## src/rtl/pcfg_pkg.sv

```systemverilog
package pcfg_pkg;

  typedef enum logic [1:0] {
    OP_NONE   = 2'd0,
    OP_SEC_WR = 2'd1,
    OP_HE_WR  = 2'd2,
    OP_READ   = 2'd3
  } cfg_op_e;

  localparam int unsigned NIB_W = 4;
  localparam logic [NIB_W-1:0] FILL_NIB = 4'hF;

  // Range test with one guard bit, so first + count never wraps.
  function automatic logic blk_in_span(input logic [NIB_W-1:0] blk,
                                       input logic [NIB_W-1:0] first,
                                       input logic [NIB_W-1:0] cnt);
    logic [NIB_W:0] lim;
    lim = {1'b0, first} + {1'b0, cnt};
    return ({1'b0, blk} >= {1'b0, first}) && ({1'b0, blk} < lim);
  endfunction

  function automatic logic [2*NIB_W-1:0] pack_rb(input logic [NIB_W-1:0] v);
    return {FILL_NIB, v};
  endfunction

endpackage

```

## src/rtl/pcfg_decode.sv

```systemverilog
module pcfg_decode
  import pcfg_pkg::*;
#(
  parameter int unsigned BLK_W = 4
) (
  input  logic [7:0]       addr_hi,
  input  logic [7:0]       func,
  input  logic             done,
  output cfg_op_e          op,
  output logic [BLK_W-1:0] blk_field,
  output logic [BLK_W-1:0] cnt_field
);
  // Bits of the command bytes that carry nothing.
  logic unused_bits;
  assign unused_bits = &{addr_hi[6:5], addr_hi[0], func[5:4]};

  assign blk_field = addr_hi[BLK_W:1];
  assign cnt_field = func[BLK_W-1:0];

  always_comb begin
    op = OP_NONE;
    if (done && addr_hi[7]) begin
      if (func[6])      op = OP_READ;
      else if (func[7]) op = OP_SEC_WR;
      else              op = OP_HE_WR;
    end
  end
endmodule

```

## src/rtl/pcfg_regs.sv

```systemverilog
module pcfg_regs
  import pcfg_pkg::*;
#(
  parameter int unsigned BLK_W = 4
) (
  input  logic             clk,
  input  logic             rst_n,
  input  cfg_op_e          op,
  input  logic [BLK_W-1:0] blk_field,
  input  logic [BLK_W-1:0] cnt_field,
  output logic [BLK_W-1:0] first_q,
  output logic [BLK_W-1:0] cnt_q,
  output logic [BLK_W-1:0] he_q,
  output logic             frozen_q
);
  localparam logic [BLK_W-1:0] TOP_BLK = '1;

  logic sec_take, he_take;
  assign sec_take = (op == OP_SEC_WR) && !frozen_q;
  assign he_take  = (op == OP_HE_WR)  && !frozen_q;

  always_ff @(posedge clk) begin
    if (!rst_n) begin
      first_q  <= TOP_BLK;
      cnt_q    <= '0;
      he_q     <= TOP_BLK;
      frozen_q <= 1'b0;
    end else begin
      if (sec_take) begin
        first_q  <= blk_field;
        cnt_q    <= cnt_field;
        frozen_q <= (cnt_field != '0);
      end
      if (he_take) he_q <= blk_field;
    end
  end

  assert_frozen_hold_R5: assert property (@(posedge clk) disable iff (!rst_n)
    frozen_q |=> ($stable(first_q) && $stable(cnt_q) && $stable(he_q) && frozen_q));

  assert_frozen_count_R5: assert property (@(posedge clk) disable iff (!rst_n)
    frozen_q |-> (cnt_q != '0));

  assert_quiet_hold_R11: assert property (@(posedge clk) disable iff (!rst_n)
    (op == OP_NONE) |=> ($stable(first_q) && $stable(cnt_q) && $stable(he_q)));

  assert_read_hold_R6: assert property (@(posedge clk) disable iff (!rst_n)
    (op == OP_READ) |=> ($stable(first_q) && $stable(cnt_q) && $stable(he_q)));
endmodule

```

## src/rtl/pcfg_guard.sv

```systemverilog
module pcfg_guard
  import pcfg_pkg::*;
#(
  parameter int unsigned BLK_W  = 4,
  parameter int unsigned ADDR_W = 13
) (
  input  logic              clk,
  input  logic              rst_n,
  input  logic [ADDR_W-1:0] addr,
  input  logic [BLK_W-1:0]  first,
  input  logic [BLK_W-1:0]  cnt,
  input  logic [BLK_W-1:0]  he,
  output logic              prot
);
  localparam int unsigned NBLK = 1 << BLK_W;

  logic [NBLK-1:0]  lock_mask;
  logic [BLK_W-1:0] qblk;
  assign qblk = addr[ADDR_W-1 -: BLK_W];

  for (genvar i = 0; i < NBLK; i++) begin : g_blk
    localparam logic [BLK_W-1:0] IDX = BLK_W'(i);
    assign lock_mask[i] = blk_in_span(IDX, first, cnt) && (IDX != he);
  end

  assign prot = lock_mask[qblk];

  assert_he_open_R9: assert property (@(posedge clk) disable iff (!rst_n)
    (qblk == he) |-> !prot);

  assert_empty_open_R7: assert property (@(posedge clk) disable iff (!rst_n)
    (cnt == '0) |-> !prot);

  assert_below_open_R8: assert property (@(posedge clk) disable iff (!rst_n)
    (qblk < first) |-> !prot);
endmodule

```

## src/rtl/pcfg_readback.sv

```systemverilog
module pcfg_readback
  import pcfg_pkg::*;
#(
  parameter int unsigned BLK_W = 4
) (
  input  logic             clk,
  input  logic             rst_n,
  input  logic             sec_sel,
  input  logic             idx,
  input  logic [BLK_W-1:0] first,
  input  logic [BLK_W-1:0] cnt,
  input  logic [BLK_W-1:0] he,
  output logic [7:0]       data
);
  logic [BLK_W-1:0] nib;
  always_comb begin
    if (!sec_sel)  nib = he;
    else if (idx)  nib = cnt;
    else           nib = first;
  end
  assign data = pack_rb(nib);

  assert_fill_R10: assert property (@(posedge clk) disable iff (!rst_n)
    data[7:4] == 4'hF);
endmodule

```

## src/rtl/pcfg_top.sv

```systemverilog
module pcfg_top
  import pcfg_pkg::*;
#(
  parameter int unsigned BLK_W  = 4,
  parameter int unsigned ADDR_W = 13
) (
  input  logic              clk,
  input  logic              rst_n,
  input  logic [7:0]        cmd_addr_hi,
  input  logic [7:0]        cmd_func,
  input  logic              cmd_done,
  input  logic              rd_idx,
  input  logic [ADDR_W-1:0] qry_addr,
  output logic              qry_prot,
  output logic [7:0]        rd_data,
  output logic [BLK_W-1:0]  he_blk
);
  cfg_op_e          op;
  logic [BLK_W-1:0] blk_field, cnt_field;
  logic [BLK_W-1:0] first_q, cnt_q, he_q;
  logic             frozen_q;

  pcfg_decode #(.BLK_W(BLK_W)) u_dec (
    .addr_hi(cmd_addr_hi), .func(cmd_func), .done(cmd_done),
    .op(op), .blk_field(blk_field), .cnt_field(cnt_field)
  );

  pcfg_regs #(.BLK_W(BLK_W)) u_regs (
    .clk(clk), .rst_n(rst_n), .op(op), .blk_field(blk_field),
    .cnt_field(cnt_field), .first_q(first_q), .cnt_q(cnt_q),
    .he_q(he_q), .frozen_q(frozen_q)
  );

  pcfg_guard #(.BLK_W(BLK_W), .ADDR_W(ADDR_W)) u_guard (
    .clk(clk), .rst_n(rst_n), .addr(qry_addr), .first(first_q),
    .cnt(cnt_q), .he(he_q), .prot(qry_prot)
  );

  pcfg_readback #(.BLK_W(BLK_W)) u_rb (
    .clk(clk), .rst_n(rst_n), .sec_sel(cmd_func[7]), .idx(rd_idx),
    .first(first_q), .cnt(cnt_q), .he(he_q), .data(rd_data)
  );

  assign he_blk = he_q;

  assert_plain_write_R2: assert property (@(posedge clk) disable iff (!rst_n)
    (cmd_done && !cmd_addr_hi[7]) |=> $stable(he_blk));

  assert_he_out_R12: assert property (@(posedge clk) disable iff (!rst_n)
    (!cmd_func[7]) |-> (rd_data[3:0] == he_blk));
endmodule

```

## config.mk

```make
export PLATFORM = sky130hd
export DESIGN_NAME = pcfg_top
export DESIGN_NICKNAME = d
export VERILOG_FILES = /design/src/rtl/pcfg_pkg.sv /design/src/rtl/pcfg_decode.sv /design/src/rtl/pcfg_regs.sv /design/src/rtl/pcfg_guard.sv /design/src/rtl/pcfg_readback.sv /design/src/rtl/pcfg_top.sv
export SDC_FILE = /design/constraint.sdc
export NUM_CORES = 1
export LEC_CHECK = 0
export CORE_MARGIN = 2
export CORE_UTILIZATION = 50
export DETAILED_ROUTE_END_ITERATION = 10
export GPL_TIMING_DRIVEN = 0
export PLACE_DENSITY = 0.86
export SKIP_CTS_REPAIR_TIMING = 1
export SLEW_MARGIN = 0
export SYNTH_ARGS = -nofsm -noshare
export SYNTH_HDL_FRONTEND = slang
export SYNTH_SLANG_ARGS = --single-unit
```

## constraint.sdc

```tcl
create_clock -name clk -period 5.9 [get_ports clk]
set_clock_uncertainty 0.1 [all_clocks]
set_input_delay 1.77 -clock clk [delete_from_list [all_inputs] [get_ports clk]]
set_output_delay 1.77 -clock clk [all_outputs]
set_load 0.03 [all_outputs]
```

Yosys cells after proc, flatten, opt, wreduce, memory -nomap -nowiden:

Cells that the tools add are included.

* output and inout bits: 13
* input bits: 33
* bits in registers: 13

* multiplexer cells: 7
* $lt $le $gt $ge: 32
* add/sub/neg operators: 1
* reduce and logical (&&, ||, !) cells: 37
* eq/ne operators: 17

Operators by type and width (count)
* < comparator 4 x 5 -> 1 bit (first input constant): 8
* logical AND 1 bit: 34
* inequality test 4 bit (first input constant): 8
* >= comparator 4 bit (first input constant): 7
* < comparator 3 x 5 -> 1 bit (first input constant): 4
* >= comparator 3 x 4 -> 1 bit (first input constant): 4
* inequality test 3 x 4 -> 1 bit (first input constant): 4
* < comparator 1 x 5 -> 1 bit (first input constant): 2
* < comparator 2 x 5 -> 1 bit (first input constant): 2
* >= comparator 1 x 4 -> 1 bit (first input constant): 2
* >= comparator 2 x 4 -> 1 bit (first input constant): 2
* 2-to-1 mux 4 bit: 2
* inequality test 2 x 4 -> 1 bit (first input constant): 2
* nonzero test 4 bit: 2
* 2-to-1 mux 2 bit: 3
* adder 4 x 4 -> 5 bit: 1
* < comparator 4 x 5 -> 1 bit (second input constant): 1
* binary-select mux 1 bit (select 4 bit): 1
* inequality test 1 x 4 -> 1 bit (first input constant): 1
* equality test 2 x 1 -> 1 bit (second input constant): 1
* equality test 2 bit (second input constant): 1
* zero test 1 bit: 1
* 2-to-1 mux 1 bit: 1

Longest topological paths before layout:

* word-level depth: 6
* mapped depth: 9
* gate-level depth less buffers: 8

Modules after synthesis:

Synthesis repeated with hierarchy kept, for this count alone.

* cell total of the unflattened synthesis: 198
* area total of the unflattened synthesis: 1517.7 sq um

Modules (own cells, without submodules)
* pcfg_guard: instances 1, area an instance 762.0 sq um, cells an instance 111
* pcfg_regs: instances 1, area an instance 554.3 sq um, cells an instance 55
* pcfg_readback: instances 1, area an instance 117.6 sq um, cells an instance 19
* pcfg_decode: instances 1, area an instance 83.8 sq um, cells an instance 13

Worst setup path before layout:

OpenSTA, ideal clock, no wires.

* kind: input -> output
* start: input port qry_addr[9]
* end: output port qry_prot
* data arrival time: 2.977 ns
* setup slack: 1.053 ns
* path buffers: 0
* stages on the path: 6
* required time: 4.030 ns
* cell sequence: or3b_2 a31oi_1 a2bb2oi_1 o21ai_0 a32oi_1 mux2_2

* longest elaborated chain between the ends: 2

Ends and longest elaborated chain
* start: declaration: line pcfg_top.sv:13 `input logic [ADDR_W-1:0] qry_addr,`
* binary-select mux 1 bit (select 4 bit): line pcfg_guard.sv:26 `assign prot = lock_mask[qblk];`
* 2-to-1 mux 1 bit (not written as such): line pcfg_guard.sv:26
* end: declaration: line pcfg_top.sv:14 `output logic qry_prot,`

Every way passes these cells. The select of a mux whose other input is x is not followed.

Worst setup path after layout:

Same ends and word-level chain as after synthesis.

==> results.md <==
* First-pass GRT wire length at 5796 um
* Vias at 1478
* Worst Setup End Kind: output port
* Measured slew at the worst slew-check pin at 0.9568 ns
* Die height at 56.63 um
* Delay-heaviest family, CP: buffers and inverters
* Worst path slowest cell: clkdlybuf4s50_1
* Htree depth at 1
* GPL Wtd Cong at 0.8755
* Crit path max fanout at 10
* DRT Wirelength at 3534 um
* Rel. slew slack at 35.62%
* Die area at 3207 sq um
* Nets at 255
* Cts bufs inserted at 3
* Share of cells above drive strength 1 at 11.57%
* Initial core utilization at 51.56%
* Int Power at 0.0001494 W
* Die boundary width at 56.63 um
* Seq/Total Area, Yosys at 18.79%
* Power share of the combinational group at 33.7%
* Cell area after synthesis at 1385 sq um
* Initial DRC count at 69
* Distinct cell type count after synthesis at 53
* Layout area overhead at 23.40%
* NetSw at 0.00007503 W
* Worst EP arrival at 3.84 ns
* Antenna violations before repair at 0
* Routed Antenna Nets at 0
* Ant. Diodes at 0
* Buffers and inverters on the worst path at 3
* Worst EP required at 4.03 ns
* Final number of hold-violating endpoints at 0
* PwrDens at 131.3 nW/um^2
* Dpl cell area at 1685 sq um
* Register area at 260.3 sq um
* Final core occ at 63.62%
* # rows at 19
* Ys async rst share at 0%
* Min Tclk post-route at 5.706 ns
* Area of the multi-input gates at 1020 sq um
* Sw Share at 33.44%
* Register clock-pin slew on the reported worst setup and hold paths at 0.08 ns
* I/O Pins at 46
* Hpwl dp at 2716 um
* Worst Setup Start Kind: input port
* FMAX at 175.2 MHz
* Sequential share of power at 40.8%
* Core Region at 2686 sq um
* Wirelength per Cell at 14.31 um
* Vias in the first global route at 1337
* Max-Cap Viols at 0
* #FFs+latches synth at 13
* Max Root-Sink Buffers at 2
* RSZ-0062 raised after global routing: false
* Clk Tree Root Cell: clkbuf_4
* Final Max Slew Viols at 0
* Leakage Power at 0.7187 nW
* Clk_lat worst skew at 0.29 ns
* Syn avg cell area at 7.528 sq um
* CP Class: in2out
* Crit path largest cell delay at 0.55 ns
* Crit share post-route at 96.72%
* Metal3 WL at 206 um
* Cell count after synthesis at 184
* Post-route cell area at 1709 sq um
* Met2 wire length at 1617 um
* DR top layer: met4
* Final setup fails at 0
* M1 WL at 1639 um
* Hold Crit Class: reg2reg
* TritonRoute pass-1 iters at 4
* PortBufs at 25
* Crit-path cells: clkdlybuf4s50_1, buf_2, nor3b_1, a2111oi_1, o21ai_0, a32oi_1, mux2_2, clkbuf_2
* Gr usage total at 22.11%
* Fill cells at 239
* Clk pwr share at 25.5%
* EDFF count, synth at 0
* Gr ovfl total at 0
* # DRC at 0
* Outcome: complete, no violations
* Synth warn at 0
* Vias per cell at 5.984
* CTS Sinks at 13
* Max VDD drop at 0.1438 mV
* Synth Flop Type: dfxtp_1
* Largest net degree at the start of global routing at 11
* CTS tree: done
[cells in the mapped netlist, types with 4 or more instances]
library cell,n,area [sq um]
o21ai_0,9,45.04
nor2b_1,5,31.28
nand2_1,19,71.32
inv_1,4,15.01
ha_1,4,50.05
nand3_1,5,25.02
a211oi_1,4,30.03
buf_2,7,35.03
nand2b_1,4,25.02
o211ai_1,4,30.03
dfxtp_1,13,260.3
mux2i_1,16,160.2
o221ai_1,4,35.03
clkbuf_1,5,18.77
nor3_1,6,30.03
buf_4,5,37.54
a21oi_1,10,50.05
nor2_1,15,56.30
[layout make-up]
| type | count | share of cell area, % |
|---|---|---|
| clock buffer | 3 | 1.318 |
| tap | 31 | 2.269 |
| clock inverter | 1 | 0.2928 |
| buffer | 18 | 6.003 |
| multi-input combinational | 152 | 59.66 |
| inverter | 4 | 0.8785 |
| sequential | 13 | 15.23 |
| timing repair buffer | 25 | 14.35 |
[cell families after synthesis]
logic type                 Yosys count  share of synthesized area, %
xor gates and xnor gates             3                         1.897
and+or+nand+nor                     69                         25.38
buffers and inverters               22                         8.491
DFF                                 13                         18.79
adders and majority gates            5                         5.059
AOI/OAI and AO/OA                   54                         27.73
muxes                               17                         12.38
other                                1                        0.2707
[registers in the layout (all words and copies together), names as in the netlist]
signal and cells:
u_regs.first_q 4, u_regs.he_q 4, u_regs.cnt_q 4, u_regs.frozen_q 1
[path summary, 6_finish.rpt]
path                                 startpoint         endpoint  slack (ns)  depth (start not counted)
worst min-delay path            u_regs.frozen_q  u_regs.frozen_q        0.42                          1
worst min register to register  u_regs.frozen_q  u_regs.frozen_q        0.42                          1
worst max register to register  u_regs.frozen_q   u_regs.he_q[0]        4.17                          3
worst max-delay path                qry_addr[9]         qry_prot        0.19                          8
[power groups by stage]
stage	logic [W]	clock network (W)	registers, W
6_report	0.0000757	0.0000572	0.0000915
5_1_grt	0.0000819	0.0000620	0.0000918
4_1_cts	0.0000753	0.0000562	0.0000915
3_5_place_dp	0.0000748	0	0.0000935
3_3_place_gp	0.0000747	0	0.0000935
2_1_floorplan	0.0000477	0	0.0000942
[cell usage in the layout (no fill, tap or decap), drive strengths merged, types with 2 or more instances in the layout]
cell type | netlist | layout
dfxtp | 13 | 13
nand2b | 4 | 4
o2111ai | 2 | 2
nor4 | 3 | 3
clkbuf | 5 | 9
a21o | 3 | 3
a31oi | 2 | 2
nand4 | 2 | 2
o21ai | 10 | 10
mux2i | 16 | 16
or2 | 2 | 2
nor2b | 5 | 5
xor2 | 2 | 2
inv | 4 | 4
ha | 4 | 4
conb | 1 | 4
a21oi | 10 | 10
o211ai | 4 | 4
o221ai | 4 | 4
nor2 | 15 | 15
clkdlybuf4s50 | 0 | 24
nand2 | 19 | 19
buf | 13 | 13
nor3 | 6 | 6
a211oi | 4 | 4
a21boi | 2 | 2
nand3 | 5 | 5
[per-stage QoR]
stage | total power (W) | TNS [ns] | std cells | hold WS (ns) | setup slack, ns
after floorplan | 0.0001419 | 0 | 187 | 0.3640 | 1.053
final | 0.0002244 | 0 | 247 | 0.4196 | 0.1936
after global routing | 0.0002357 | 0 | 247 | 0.4554 | 0.06592
after global placement | 0.0001681 | -0.2382 | 243 | 0.3932 | -0.2382
after CTS | 0.0002230 | -0.2674 | 247 | 0.4203 | -0.2674
after detailed placement | 0.0001684 | -0.2441 | 243 | 0.4007 | -0.2441
[routing by layer]
layer | up-vias | track usage (%)
met5 | - | 0
met4 | 0 | 7.143
met3 | 11 | 2.535
met2 | 66 | 37.38
met1 | 653 | 29.12
li1 | 748 | -
Note: power is estimated with default switching activity, not from simulation.
